### config.mk
export PLATFORM = sky130hd
export DESIGN_NAME = serial_divider
export DESIGN_NICKNAME = d
export VERILOG_FILES = /design/src/rtl/serial_divider_pkg.sv /design/src/rtl/serial_divider_step.sv /design/src/rtl/serial_divider_ctrl.sv /design/src/rtl/serial_divider.sv
export SDC_FILE = /design/constraint.sdc
export NUM_CORES = 1
export LEC_CHECK = 0
export ABC_AREA = 1
export BUFFER_PORTS_ARGS = -buffer_cell sky130_fd_sc_hd__buf_4
export CAP_MARGIN = 20
export CORE_MARGIN = 2
export CORE_UTILIZATION = 55
export DETAILED_ROUTE_END_ITERATION = 10
export PLACE_DENSITY = 0.79
export SLEW_MARGIN = 10
export SYNTH_ARGS = -nofsm -noshare
export SYNTH_HDL_FRONTEND = slang
export SYNTH_SLANG_ARGS = --single-unit
### constraint.sdc
create_clock -name clk_i -period 6.4 [get_ports clk_i]
set_input_delay 0.64 -clock clk_i [delete_from_list [all_inputs] [get_ports clk_i]]
set_output_delay 0.64 -clock clk_i [all_outputs]
set_load 0.1 [all_outputs]
### src/rtl/serial_divider_pkg.sv
package serial_divider_pkg;
  typedef enum logic {
    MODE_INT = 1'b0,
    MODE_FIX = 1'b1
  } div_mode_e;
endpackage

### src/rtl/serial_divider_step.sv
// One non-restoring iteration, purely combinational.
module serial_divider_step #(
  parameter int W = 32
) (
  input  logic [W-1:0] rem_i,
  input  logic [W-1:0] quo_i,
  input  logic [W-1:0] den_i,
  output logic [W-1:0] rem_o,
  output logic [W-1:0] quo_o
);
  logic [W-1:0] shifted;

  always_comb begin
    shifted = {rem_i[W-2:0], quo_i[W-1]};
    // sign of the remainder before the step picks add or subtract
    if (rem_i[W-1]) rem_o = shifted + den_i;
    else            rem_o = shifted - den_i;
    quo_o = {quo_i[W-2:0], ~rem_o[W-1]};
  end
endmodule

### src/rtl/serial_divider_ctrl.sv
module serial_divider_ctrl #(
  parameter int ITER = 32
) (
  input  logic clk_i,
  input  logic rst_ni,
  input  logic start_i,
  output logic accept_o,
  output logic step_o,
  output logic busy_o,
  output logic done_o
);
  localparam int CNT_W = (ITER > 1) ? $clog2(ITER) : 1;

  logic [CNT_W-1:0] cnt_q;
  logic             busy_q, done_q;
  logic             last;

  assign accept_o = start_i & ~busy_q;
  assign last     = (cnt_q == CNT_W'(ITER - 1));
  assign step_o   = busy_q;
  assign busy_o   = busy_q;
  assign done_o   = done_q;

  always_ff @(posedge clk_i or negedge rst_ni) begin
    if (!rst_ni) begin
      cnt_q  <= '0;
      busy_q <= 1'b0;
      done_q <= 1'b0;
    end else begin
      done_q <= busy_q & last;
      if (accept_o) begin
        busy_q <= 1'b1;
        cnt_q  <= '0;
      end else if (busy_q) begin
        cnt_q <= cnt_q + 1'b1;
        if (last) busy_q <= 1'b0;
      end
    end
  end

  a_r3_done_single: assert property (@(posedge clk_i) disable iff (!rst_ni)
    done_q |=> !done_q);
  a_r3_done_not_busy: assert property (@(posedge clk_i) disable iff (!rst_ni)
    done_q |-> !busy_q);
  a_r2_busy_on_accept: assert property (@(posedge clk_i) disable iff (!rst_ni)
    (start_i && !busy_q) |=> busy_q);
  a_r3_done_at_busy_end: assert property (@(posedge clk_i) disable iff (!rst_ni)
    $fell(busy_q) |-> done_q);
  a_r7_no_restart: assert property (@(posedge clk_i) disable iff (!rst_ni)
    (busy_q && start_i && !last) |=> (busy_q && cnt_q == $past(cnt_q) + 1'b1));
endmodule

### src/rtl/serial_divider.sv
module serial_divider
  import serial_divider_pkg::*;
#(
  parameter int W    = 32,
  parameter int FRAC = 16
) (
  input  logic         clk_i,
  input  logic         rst_ni,
  input  logic         start_i,
  input  logic         mode_i,
  input  logic [W-1:0] dividend_i,
  input  logic [W-1:0] divisor_i,
  output logic         busy_o,
  output logic         done_o,
  output logic [W-1:0] quotient_o,
  output logic [W-1:0] remainder_o
);
  localparam int ITER = W;

  logic         accept, step;
  logic [W-1:0] rem_q, quo_q, den_q;
  logic [W-1:0] rem_nxt, quo_nxt;
  logic [W-1:0] rem_init, quo_init;
  div_mode_e    mode;

  assign mode = div_mode_e'(mode_i);

  serial_divider_ctrl #(.ITER(ITER)) u_ctrl (
    .clk_i    (clk_i),
    .rst_ni   (rst_ni),
    .start_i  (start_i),
    .accept_o (accept),
    .step_o   (step),
    .busy_o   (busy_o),
    .done_o   (done_o)
  );

  serial_divider_step #(.W(W)) u_step (
    .rem_i (rem_q),
    .quo_i (quo_q),
    .den_i (den_q),
    .rem_o (rem_nxt),
    .quo_o (quo_nxt)
  );

  always_comb begin
    if (mode == MODE_FIX) begin
      rem_init = dividend_i >> FRAC;
      quo_init = dividend_i << FRAC;
    end else begin
      rem_init = '0;
      quo_init = dividend_i;
    end
  end

  always_ff @(posedge clk_i or negedge rst_ni) begin
    if (!rst_ni) begin
      rem_q <= '0;
      quo_q <= '0;
      den_q <= '0;
    end else if (accept) begin
      rem_q <= rem_init;
      quo_q <= quo_init;
      den_q <= divisor_i;
    end else if (step) begin
      rem_q <= rem_nxt;
      quo_q <= quo_nxt;
    end
  end

  assign quotient_o  = quo_q;
  assign remainder_o = rem_q;

  a_r10_hold_quotient: assert property (@(posedge clk_i) disable iff (!rst_ni)
    (!busy_o && !start_i) |=> $stable(quotient_o));
  a_r10_hold_remainder: assert property (@(posedge clk_i) disable iff (!rst_ni)
    (!busy_o && !start_i) |=> $stable(remainder_o));
  a_r8_divisor_held: assert property (@(posedge clk_i) disable iff (!rst_ni)
    (busy_o && !$rose(busy_o)) |-> $stable(den_q));
  a_r4_int_preload: assert property (@(posedge clk_i) disable iff (!rst_ni)
    (start_i && !busy_o && !mode_i) |=> (remainder_o == '0));
endmodule

== Word level (Yosys, flattened, before mapping) ==
Cells that the tools add are included.
Storage, ports and cells
  output and inout port bits: 66
  bits of input ports: 68
  bits in registers: 103
Operators by class
  multiplexer cells: 12
  bitwise gates (word level): 4
  eq/ne operators: 1
  reduce and logical (&&, ||, !) cells: 1
  $add $sub $neg: 3
Operators with widths (count)
  $mux 32: 6
  $add 32x32->32: 1
  $sub 32x32->32: 1
  $mux 16: 1
  $mux 5: 2
  $add 5x1->5 const B: 1
  $eq 5x5->1 const B: 1
  $mux 1: 3
  $and 1x1->1: 2
  $not 1->1: 2
  $reduce_bool 2->1: 1

== Logic depth before layout (Yosys ltp) ==
  depth after elaboration: 5
  depth in mapped cells: 24

== Cells and area by module ==
From an unflattened synthesis, not the netlist that was laid out.
Second synthesis, totals
  cells, all modules: 1260
  area total of the unflattened synthesis: 8284.2 µm²
Modules (own cells, without submodules)
  serial_divider: instances 1, sequential area each 2402.3 µm², cells each 541, area an instance 4399.2 µm²
  serial_divider_step: instances 1, sequential area each 0.0 µm², cells each 679, area an instance 3554.7 µm²
  serial_divider_ctrl: instances 1, sequential area each 175.2 µm², cells each 40, area an instance 330.3 µm²

== Least setup slack after synthesis ==
Ideal clock, no wire load.
  path type: register -> register
  start: register rem_q[31], in the netlist remainder_o[31]
  end: register quo_q[0], in the netlist quotient_o[0]
  path slack: 3292 ps
  cell stages (with the launch flop): 19
  arrival: 2988 ps
  required time: 6280 ps
  cells stage by stage: dfrtp_1 -> inv_1 -> nand2_2 -> o21a_4 -> o21ai_0 -> xor2_1 -> ha_1 -> nand2_1 -> inv_1 -> nand2_1 -> nand2_1 -> nand2_1 -> nand2_1 -> a21oi_1 -> nand2_1 -> nand2_1 -> nand3_1 -> nand2_1 -> nand2_1
Between the ends
  cells in the longest elaborated chain, start to end: 4
Ends and longest elaborated chain
  from (decl): line serial_divider.sv:21  | logic [W-1:0] rem_q, quo_q, den_q;
  from (signal assigned): line serial_divider.sv:62  | rem_q <= rem_init;
  from (signal assigned): line serial_divider.sv:66  | rem_q <= rem_nxt;
  $mux 32: line serial_divider_step.sv:16  | if (rem_i[W-1]) rem_o = shifted + den_i;
  $not 1->1: line serial_divider_step.sv:18  | quo_o = {quo_i[W-2:0], ~rem_o[W-1]};
  $mux 32: line serial_divider.sv:65  | end else if (step) begin
  $mux 32: line serial_divider.sv:61  | end else if (accept) begin
  to (signal assigned): line serial_divider.sv:63  | quo_q <= quo_init;
  to (signal assigned): line serial_divider.sv:67  | quo_q <= quo_nxt;
  to (decl): line serial_divider.sv:21
No other way between the ends. The select of a mux whose other input is x is not followed.
A chain may end at the register's enable or synchronous reset.

== Worst setup path in the final report ==
  start: register rem_q[31], in the netlist remainder_o[31]
  end: register rem_q[30], in the netlist remainder_o[30]
Between the ends
  cells in the longest elaborated chain, start to end: 3
Ends and longest elaborated chain (line)
  $mux 32: serial_divider_step.sv:16
  $mux 32: serial_divider.sv:65
  $mux 32: serial_divider.sv:61
No other way between the ends. The select of a mux whose other input is x is not followed.

==> results.yml <==
outcome:
  status: "complete, no violations"
timing:
  rsz0062_at_grt: "no"
  slew_headroom: 0.473
  finalHoldViolCount: 0
  skew_ns: 0.00825
  fin_crit_ns: 3.39
  fin_setup_tns_ns: 0
  maxSlewViolCount: 0
  worst_slew_pin_slew_ns: 0.788
  timing.fmax_ghz: 0.295
  setup_viol: 0
  finalCritPeriodShare: 0.529
worst_setup_path:
  cp-end-kind: "flop"
  arrival_ns: 3.68
  path_max_fanout: 24
  critical_path_class: "flop to flop"
  cp-start-kind: "flop"
  crit_required_ns: 6.70
floorplan:
  die_x_um: 119
  io_pins: 134
  coreArea_um2: 12700
  die_h_um: 119
  row_count: 41
  start_util: 0.567
  dieArea_um2: 14100
synth:
  yosysWarningCount: 0
  syn_inst: 1035
  mappedNetlistArea_um2: 7220
  synth_nets: 1142
  synth-seq-cells: 103
  async_flop_share: 1.00
  synth_top_area_frac: 0.357
  synth.top_cells.by_area: "dfrtp_1 (36%), nand2_1 (17%), ha_1 (6.6%)"
  syn_avg_cell_area_um2: 6.98
  synth_area_leader_cell: "dfrtp_1"
  synth_seq_area_share: 0.357
  synth.distinct_cells: 43
  synth_flop_cell: "dfrtp_1"
  synth_edf_count: 0
layout:
  fin_nets: 1260
  drive_above_1_share: 0.158
  finish.utilization: 0.679
  syn_to_final_growth_pct: 19.7
  antenna_cells: 0
  layout.cells.non_filler: 1329
detailed_routing:
  routed_wl_um: 20900
  first_pass_iters: 6
  wl_per_cell_um: 15.7
  routed_via_density: 5.44
  drcViolationCount: 0
  ant_nets: 0
  drt_iter0_drc: 720
  vias: 7226
placement:
  dp.cells: 1314
  routabilityCongestion: 1.02
  hpwlAfterDp_um: 16000
  io_buffer_count: 133
global_route:
  grt_overflow: 0
  grt_use_total: 0.301
  antenna_found_initial: 0
  grt_pass1_vias: 6699
  grt_pass1_wl_um: 33600
  grt_max_degree: 72
clocking:
  cts-root-buf: "clkbuf_16"
  numCtsBuffers: 9
  clk_path_buf_depth: 2
  cts_hold_buf: 0
  cts.sinks: 103
  htree_levels: 3
  clk_pin_slew_ns: 0.07
  worstSkewPairLatency_ns: 0.36
  cts_tree: "done"
  post-cts-setup-buffers: 0
  ctsResizeCount: 0
min_path:
  hp-class: "input port to asynchronous set/reset pin"
job:
  maxCapViolations: 0
==> cell type report <==
type	count	area [µm²]
clock inverter	6	68.8
tap	172	215
sequential	103	2580
clock buffer	9	225
timing repair buffer	138	1040
multi-input combinational	796	4120
fill	1162	4080
inverter	105	394
==> Yosys cell counts, types with 3 or more instances <==
cell      instances
buf_2             7
nand4_1          13
nand2_2           7
nand3_1          46
o21a_1            3
nand2_1         324
inv_2             3
nor2_4            3
o21bai_1          4
xnor2_1           4
a21oi_1          74
clkbuf_1         21
o21ai_1           4
or2_2             3
nor2_2            6
o21ai_0          62
a22oi_1          29
a21o_1            4
ha_1             38
inv_1           101
nor2_1          108
xor2_1           28
nand3b_1          5
dfrtp_1         103
a31oi_1           7
nor3_1            6
==> kinds of logic (layout without fill, tap and decap cells) <==
group / Yosys count / count (layout) / share of synthesized area
buf+inv: 136 / 258 / 0.0730
simple gates: 529 / 529 / 0.305
compound gates: 196 / 196 / 0.158
fa+ha+maj: 39 / 39 / 0.0686
xor+xnor: 32 / 32 / 0.0388
flops: 103 / 103 / 0.357
==> cells in the final DEF, fill, tap and decap left out, drive strengths merged, types with 2 or more instances in the layout <==
cell    Yosys  final
a21o        4      4
a21oi      74     74
xnor2       4      4
inv       104    107
clkbuf     21      9
or2         3      3
o21ai      67     67
nor4        2      2
ha         38     38
a221oi      2      2
xor2       28     28
dfrtp     103    103
nand3b      5      5
nor2      117    117
o21bai      4      4
clkinv      1      2
o21a        4      4
nor3        8      8
nand2     332    332
a31oi       7      7
buf        10    138
nand3      47     47
a22o        2      2
a22oi      29     29
nand4      13     13
==> metal layers <==
layer | GRT usage | vias to the layer above | routed length, µm
li1 | - | 3619 | -
met5 | 0 | - | 0
met4 | 0.0737 | 0 | 319
met2 | 0.466 | 239 | 9500
met1 | 0.434 | 3345 | 9700
met3 | 0.0613 | 23 | 1400
==> worst paths after layout <==
check | startpoint | to | slack, ns | cells past startpoint
setup / recovery | remainder_o[31] | remainder_o[30] | 3.01 | 14
hold / removal | rst_ni | quotient_o[14] | 0.29 | 1
setup reg to reg | remainder_o[31] | remainder_o[30] | 3.01 | 14
hold reg to reg | u_ctrl.cnt_q[3] | u_ctrl.cnt_q[3] | 0.49 | 1
max in group asynchronous | rst_ni | quotient_o[0] | 4.94 | 2
min in group clk_i | divisor_i[13] | den_q[13] | 0.47 | 3
==> flip-flops by register name (all words and copies together) (netlist names) <==
signal	flops
u_ctrl.busy_o	1
u_ctrl.done_o	1
quotient_o	32
u_ctrl.cnt_q	5
remainder_o	32
den_q	32
==> through the flow <==
stage	setup WS [ns]	hold WS (ns)	instance area [µm²]
after floorplan	3.29	0.344	7220
after global placement	3.16	0.474	8330
after detailed placement	3.10	0.485	8350
after CTS	3.08	0.324	8640
after global routing	2.75	0.348	8640
final	3.01	0.293	8640
==> worst max-delay path: stages, from the launching register on <==
cell and delay (ns):
dfrtp_1 0.66, inv_1 0.49, nand2_2 0.27, o21ai_0 0.17, xor2_1 0.34, ha_1 0.37
a21oi_1 0.21, o21ai_0 0.15, nand2_1 0.08, nand3_1 0.07, a21oi_1 0.17, nand2_1 0.07
nand2_1 0.06, nand3_1 0.11, nand2_1 0.10
Power is left out: the tool's default activity adds up to more than one toggle a clock period on the data nets, which glitch-free logic cannot reach.
